===== src/rtl/tlb_pkg.sv =====
package tlb_pkg;
    localparam int VA_W  = 32;
    localparam int PA_W  = 30;
    localparam int OFF_W = 12;
    localparam int VPN_W = VA_W - OFF_W;
    localparam int PPN_W = PA_W - OFF_W;
    localparam int N_ENT = 16;
    localparam int IDX_W = $clog2(N_ENT);

    typedef struct packed {
        logic             valid;
        logic [VPN_W-1:0] vpn;
        logic [PPN_W-1:0] ppn;
        logic             dirty;
        logic             refd;
    } tlb_entry_t;

    typedef struct packed {
        logic             hit;
        logic [IDX_W-1:0] idx;
    } tlb_match_t;

    // Feedback from the two top bits; maximal length for a 4-bit register.
    function automatic logic [IDX_W-1:0] lfsr_step(input logic [IDX_W-1:0] q);
        return {q[IDX_W-2:0], q[IDX_W-1] ^ q[IDX_W-2]};
    endfunction
endpackage


===== src/rtl/tlb_lfsr.sv =====
module tlb_lfsr
    import tlb_pkg::*;
(
    input  logic             clk,
    input  logic             rst,
    output logic [IDX_W-1:0] q
);
    always_ff @(posedge clk) begin
        if (rst) q <= IDX_W'(1);
        else     q <= lfsr_step(q);
    end
endmodule


===== src/rtl/tlb_match.sv =====
module tlb_match
    import tlb_pkg::*;
(
    input  tlb_entry_t [N_ENT-1:0] ents,
    input  logic [VPN_W-1:0]       vpn,
    output tlb_match_t             res
);
    logic [N_ENT-1:0] hits;

    for (genvar g = 0; g < N_ENT; g++) begin : g_cmp
        assign hits[g] = ents[g].valid && (ents[g].vpn == vpn);
    end

    // Scan from the top so the lowest matching index is the last to win.
    always_comb begin
        res = '0;
        for (int i = N_ENT - 1; i >= 0; i--) begin
            if (hits[i]) begin
                res.hit = 1'b1;
                res.idx = IDX_W'(i);
            end
        end
    end
endmodule


===== src/rtl/tlb_store.sv =====
module tlb_store
    import tlb_pkg::*;
(
    input  logic                   clk,
    input  logic                   rst,
    input  logic                   flush,
    input  logic                   wr_en,
    input  logic [IDX_W-1:0]       wr_slot,
    input  tlb_entry_t             wr_entry,
    input  logic                   upd_en,
    input  logic [IDX_W-1:0]       upd_idx,
    input  logic                   upd_dirty,
    output tlb_entry_t [N_ENT-1:0] ents
);
    tlb_entry_t ent_q [N_ENT];

    for (genvar g = 0; g < N_ENT; g++) begin : g_ent
        always_ff @(posedge clk) begin
            if (rst) begin
                ent_q[g] <= '0;
            end else if (flush) begin
                ent_q[g].valid <= 1'b0;
            end else if (wr_en && wr_slot == IDX_W'(g)) begin
                ent_q[g] <= wr_entry;
            end else if (upd_en && upd_idx == IDX_W'(g)) begin
                ent_q[g].refd <= 1'b1;
                if (upd_dirty) ent_q[g].dirty <= 1'b1;
            end
        end
        assign ents[g] = ent_q[g];
    end
endmodule


===== src/rtl/tlb_fa.sv =====
module tlb_fa
    import tlb_pkg::*;
(
    input  logic             clk,
    input  logic             rst,
    input  logic             flush_all,
    input  logic             lk_valid,
    input  logic             lk_write,
    input  logic [VA_W-1:0]  lk_vaddr,
    output logic             lk_hit,
    output logic             lk_miss,
    output logic [PA_W-1:0]  lk_paddr,
    output logic             lk_dirty,
    output logic             lk_ref,
    input  logic             wr_en,
    input  logic             wr_rand,
    input  logic [IDX_W-1:0] wr_idx,
    input  logic [VPN_W-1:0] wr_vpn,
    input  logic [PPN_W-1:0] wr_ppn,
    input  logic             wr_dirty,
    output logic [IDX_W-1:0] rand_idx
);
    tlb_entry_t [N_ENT-1:0] ents;
    tlb_match_t             mres;
    tlb_entry_t             sel;
    tlb_entry_t             new_ent;
    logic [IDX_W-1:0]       slot;

    tlb_lfsr u_lfsr (.clk(clk), .rst(rst), .q(rand_idx));

    tlb_match u_match (
        .ents (ents),
        .vpn  (lk_vaddr[VA_W-1:OFF_W]),
        .res  (mres)
    );

    always_comb begin
        new_ent       = '0;
        new_ent.valid = 1'b1;
        new_ent.vpn   = wr_vpn;
        new_ent.ppn   = wr_ppn;
        new_ent.dirty = wr_dirty;
        slot          = wr_rand ? rand_idx : wr_idx;
    end

    tlb_store u_store (
        .clk       (clk),
        .rst       (rst),
        .flush     (flush_all),
        .wr_en     (wr_en),
        .wr_slot   (slot),
        .wr_entry  (new_ent),
        .upd_en    (lk_hit),
        .upd_idx   (mres.idx),
        .upd_dirty (lk_write),
        .ents      (ents)
    );

    always_comb begin
        sel      = ents[mres.idx];
        lk_hit   = lk_valid && mres.hit;
        lk_miss  = lk_valid && !mres.hit;
        lk_paddr = lk_hit ? {sel.ppn, lk_vaddr[OFF_W-1:0]} : '0;
        lk_dirty = lk_hit && sel.dirty;
        lk_ref   = lk_hit && sel.refd;
    end
endmodule


===== config.mk =====
export PLATFORM = sky130hd
export DESIGN_NAME = tlb_fa
export DESIGN_NICKNAME = d
export VERILOG_FILES = /design/src/rtl/tlb_pkg.sv /design/src/rtl/tlb_lfsr.sv /design/src/rtl/tlb_match.sv /design/src/rtl/tlb_store.sv /design/src/rtl/tlb_fa.sv
export SDC_FILE = /design/constraint.sdc
export NUM_CORES = 2
export LEC_CHECK = 0
export BUFFER_PORTS_ARGS = -buffer_cell sky130_fd_sc_hd__buf_2
export CAP_MARGIN = 20
export CORE_MARGIN = 5
export CORE_UTILIZATION = 62
export DETAILED_ROUTE_END_ITERATION = 12
export HOLD_SLACK_MARGIN = 0.08
export PLACE_DENSITY = 0.81
export SLEW_MARGIN = 20
export SYNTH_ARGS = -nofsm -noshare
export SYNTH_HDL_FRONTEND = slang
export SYNTH_SLANG_ARGS = --single-unit

===== constraint.sdc =====
create_clock -name clk -period 6.1 [get_ports clk]
set_clock_uncertainty 0.05 [all_clocks]
set_input_delay 1.22 -clock clk [delete_from_list [all_inputs] [get_ports clk]]
set_output_delay 1.22 -clock clk [all_outputs]
set_load 0.01 [all_outputs]

# == Word-level counts from Yosys, hierarchy flattened ==
# Memories as Yosys holds them, arrays and structs flattened.
# Cells that the tools add are included.
# word_totals
reg_bits,4
latchBits,0
mem_bits_rw,656
romBits,0
in_bits,82
memories,1
# mem_list
memory,depth,width,read_ports,rd_ports_with_merged_regs,wr,line,source
u_store.ent_q,16,41,16,0,16,tlb_store.sv:15,tlb_entry_t ent_q [N_ENT];
# classes
n_addsub,0
n_mul,0
div_mod_pow,0
magnitude_cmp,1
eq_ne,46
shifts,0
mux,330
bitwise_logic,81
reduce_logical,55
# op_table
op,n
40-bit 2-to-1 mux,16
20-bit == test,16
1-bit 2-to-1 mux,294
41-bit binary-select mux with 4-bit select,1
5-bit 2-to-1 mux,16
1-bit bitwise OR,80
4-bit == test (second input constant),16
1-bit logical AND,52
4-bit by 3-bit == test with 1-bit output (second input constant),8
30-bit 2-to-1 mux,1
20-bit 2-to-1 mux,1
4-bit by 2-bit == test with 1-bit output (second input constant),4
4-bit by 1-bit == test with 1-bit output (second input constant),2
4-bit logical NOT,2
4-bit by 5-bit < comparator with 1-bit output (second input constant),1
4-bit 2-to-1 mux,1
1-bit logical NOT,1
1-bit XOR,1

# == Depth between registers and ports, before layout ==
# An unclocked memory read counts as a cell.
# logic_depth
ltp_word,27
ltp_mapped,16
depth_no_buf,11

# == Hierarchy ==
# A second synthesis with hierarchy kept.
# hier_totals
cells_unflattened,2435
area_unflattened_um2,31081.1
# modules_own_cells
module,instances,cells_per_inst,area_per_inst_um2,seq_area_each_um2
tlb_store,1,1638,23927.9,19698.9
tlb_match,1,512,4176.5,0.0
tlb_fa,1,276,2862.7,0.0
tlb_lfsr,1,9,113.9,80.1

# == Worst setup path before layout ==
# No wires, ideal clock.
# synth_timing
kind,in2out
start,input lk_vaddr[24]
end,output lk_paddr[20]
arrival_time_ns,3.957
path_slack_ns,0.873
cell_stages,13
path_cell_list,buf_6 -> buf_8 -> xnor2_1 -> nand4_1 -> nor4_2 -> a211oi_1 -> o311a_1 -> or2_4 -> o2111a_4 -> o2111ai_4 -> buf_8 -> o221ai_2 -> a2111oi_2
# synth_via
elab_chain_len,21
elab_cells_between_ends,52
classes_between,eq/ne (16); mux (19); reduce/logical (17)
# synth_lines
item,line,source
start: declaration,tlb_fa.sv:9,"input logic [VA_W-1:0] lk_vaddr,"
20-bit == test,tlb_match.sv:11,assign hits[g] = ents[g].valid && (ents[g].vpn == vpn);
1-bit logical AND,tlb_match.sv:11,
5-bit 2-to-1 mux (15 in a row),tlb_match.sv:18,if (hits[i]) begin
5-bit 2-to-1 mux *,tlb_match.sv:18,
41-bit binary-select mux with 4-bit select,tlb_fa.sv:60,sel = ents[mres.idx];
20-bit 2-to-1 mux (not written as such),tlb_fa.sv:60,
30-bit 2-to-1 mux *,tlb_fa.sv:63,"lk_paddr = lk_hit ? {sel.ppn, lk_vaddr[OFF_W-1:0]} : '0;"
end: declaration,tlb_fa.sv:12,"output logic [PA_W-1:0] lk_paddr,"
# Every way passes the cells marked *; elsewhere a longest branch is shown, timed or not. The select of a mux whose other input is x is not followed.

# == Final worst setup path ==
# layout_timing
start,input lk_vaddr[14]
end,output lk_paddr[13]
# The elaborated chain is that of the path after synthesis.

==> summary.txt <==
Run status
  – Status: finished, final reports clean

Clocking
  – TritonCTS clock tree: yes
  – Skew-Pair Late Insertion Delay: 0.61 ns
  – Clock Pin Slew Worst Setup and Hold Paths: 0.06 ns
  – Sink Count: 660
  – CTS H-tree lvls: 3
  – CTS Hold Buffers Added: 0
  – Bufs on Longest Clock Path: 3
  – Clock Root Buffer: clkbuf_16
  – Num CTS Buffers: 68

Routing
  – Total number of vias: 22342
  – DRT Pass-1 Iters: 8
  – Routed length per instance: 28.5 microns
  – DR iter-0 viols: 3536
  – Post-route DRC: 0
  – Vias per cell: 6.54
  – Drt total wl: 97400 microns
  – Routed Antenna Nets: 0

Logic synthesis
  – Mapped Cells: 2511
  – Net Count, Synth: 2593
  – #FFs+latches synth: 660
  – Leading area contributor after synthesis: edfxtp_1
  – Top cell type's share of synthesized area: 61.6%
  – Yosys warns: 0
  – Post-synthesis cell type count: 69
  – Synthesized cell area: 0.0320 sq mm
  – Part of the Yosys area used for sequential elements: 61.8%
  – Ys async rst share: 0%
  – Post-synth top cells: 656 x edfxtp_1, 626 x and2_1, 210 x xnor2_1, 132 x clkbuf_1, 109 x xor2_1
  – Top cells by area, synth: edfxtp_1 62%, and2_1 12%, xnor2_1 5.7%
  – Most common cell in the netlist: edfxtp_1
  – Post-synth EDFFs: 656
  – Post-synth top flop: edfxtp_1
  – Syn Area/Cell: 12.7 sq um

Placement
  – DP HPWL: 60600 microns
  – RePlAce Congestion: 1.03
  – Port-buffer cells: 119
  – Dpl cells: 3283
  – Area post-placement: 0.0342 sq mm

Power
  – Power share of the combinational group: 6.7%
  – Leakage: 13.6 nW
  – Clock Power Share: 40.5%
  – Total power: 9.92 mW
  – Internal: 7.66 mW
  – Flop pwr share: 52.8%
  – Switching Fraction: 22.8%
  – Cell Pwr Density: 271 mW/mm^2
  – Worst vdd ir: 237 uV
  – Switching power: 2.26 mW

Timing
  – Fin crit share: 99.7%
  – Max frequency: 0.164 GHz
  – Final setup fails: 0
  – Final min period: 6.08 ns
  – Slew Limit Fails: 0
  – Worst slew margin: 19.5%
  – Worst-Margin Slew: 1.20 ns
  – Final hold violations: 0
  – Hold_ws: 0.464 ns

Floorplanning
  – Initial Utilization: 62.5%
  – Floorplan row count: 83
  – Core area: 0.0512 sq mm
  – Die height: 237 microns
  – Full die area: 0.0563 sq mm
  – Die Width: 237 microns
  – Ports: 120

Global route
  – Initial antenna violation count: 6
  – Gr usage total: 33.7%
  – First-pass GRT wire length: 140000 microns
  – Vias in the first global route: 21738
  – Global route overflow: 0
  – Largest net degree at the start of global routing: 41

Final layout
  – Final Non-Filler Cells: 3418
  – Share of layout cells above drive strength 1: 18.2%
  – Design area: 0.0366 sq mm
  – Net count, final: 2770
  – Fillers: 3243
  – Synth-to-layout area growth: 14.4%

Critical path
  – Worst path arrival time: 4.81 ns
  – Worst Setup End Kind: output pin
  – Crit path kind: in -> out
  – Worst-path fanout max: 12
  – CP Launch Type: input port
  – Worst EP required: 4.83 ns

Run
  – # Max-Cap Violations: 0

Hold path
  – HP Class: reg -> reg
## routing by layer
layer	part of all wire (%)	GRT usage [%]
met1	35	46.9
met2	45	51.5
met3	15	7.89
met4	4.6	14.3
met5	0	0.505
## sequential cells by signal (all words and copies together), names as in the netlist
register	count
u_store.ent_q	656
u_lfsr.q	4
## cell families (layout without fill, tap and decap cells)
family                    Yosys count  after routing  synth area share [%]
other                               0              2                     0
xor gates and xnor gates          320            320                  8.78
muxes                              24             24                 0.759
buffers and inverters             229            454                  3.63
DFF                               660            660                  61.8
and+or+nand+nor                  1039           1039                  18.7
AOI/OAI and AO/OA                 239            239                  6.30
## path summary, 6_finish.rpt
check	from	to	slack [ns]	depth (start not counted)
setup / recovery	lk_vaddr[14]	lk_paddr[13]	0.02	15
hold / removal	u_lfsr.q[1]$_SDFF_PP0_	u_lfsr.q[2]$_SDFF_PP0_	0.46	2
setup reg to reg	u_store.ent_q[1][102]$_SDFFCE_PN0P_	u_store.ent_q[1][1]$_SDFFCE_PN0P_	2.25	13
hold reg to reg	u_lfsr.q[1]$_SDFF_PP0_	u_lfsr.q[2]$_SDFF_PP0_	0.46	2
## power by group through the flow
stage	clock [mW]	combinational, mW	sequential (mW)
global placement	0	0.617	5.32
global route	4.21	0.688	5.24
CTS	4.01	0.640	5.23
detailed placement	0	0.632	5.33
finish	4.02	0.668	5.23
floorplan	0	0.370	5.31
## placed cells by master, fill, tap and decap left out, types with 6 or more instances in the layout
cell type and count:
nor2_1 76, a21oi_1 29, a22oi_1 7, o221ai_1 25
nor3_1 20, buf_4 147, xnor2_1 210, xor2_1 109
clkbuf_16 71, nor4_2 10, nand2_1 105, o221a_2 16
and3_1 11, nor2b_1 8, buf_12 32, nand4_1 60
buf_2 109, or2_2 8, mux2i_1 22, clkbuf_4 6
buf_6 7, clkinv_2 9, and2_1 626, clkbuf_1 20
o22ai_1 49, o21ai_0 14, nor2_2 17, o221ai_2 13
edfxtp_1 656, nand2b_1 26, a2111oi_2 10, inv_1 24
nand3_1 22, clkinv_1 18, a211oi_1 6, nor4_1 28
## timing repair
item                                    in CTS  in global routing
resized for setup                            9                 40
endpoints found under the hold margin        0                  0
endpoints found under the setup margin      20                 19
pin swaps                                    1                 25
setup buffers                                1                 12
## cell type report
class                   instances  area [sq um]  share of cell area (%)
clock inverters                27           225                   0.615
clock buffers                  91          1850                    5.06
multi-input cells            1622         11300                    31.0
inverters                      34           130                   0.356
repair buffers                302          2430                    6.63
well taps                     680           851                    2.32
diodes                          2          5.00                  0.0137
flip-flops and latches        660         19800                    54.0
## stage by stage
| step | utilization, % | setup slack (ns) | TNS [ns] |
|---|---|---|---|
| 2_1_floorplan | - | 0.873 | 0 |
| 3_3_place_gp | 66.7 | -0.0582 | -0.127 |
| 3_5_place_dp | 66.7 | -0.228 | -2.18 |
| 4_1_cts | 70.9 | 0.00654 | 0 |
| 5_1_grt | 71.5 | -0.122 | -0.659 |
| 6_report | 71.5 | 0.0158 | 0 |
## worst max-delay path: stages
cell	delay [ns]
buf_2	0.20
buf_12	0.19
xor2_1	0.16
nor4_1	0.55
and4_1	0.33
o311a_1	0.28
o211ai_1	0.15
a21oi_4	0.37
buf_6	0.18
buf_6	0.15
nor3_1	0.06
a21oi_1	0.22
o221ai_1	0.20
a2111oi_2	0.35
buf_2	0.19
No activity file was read; power rests on OpenSTA's default activity.
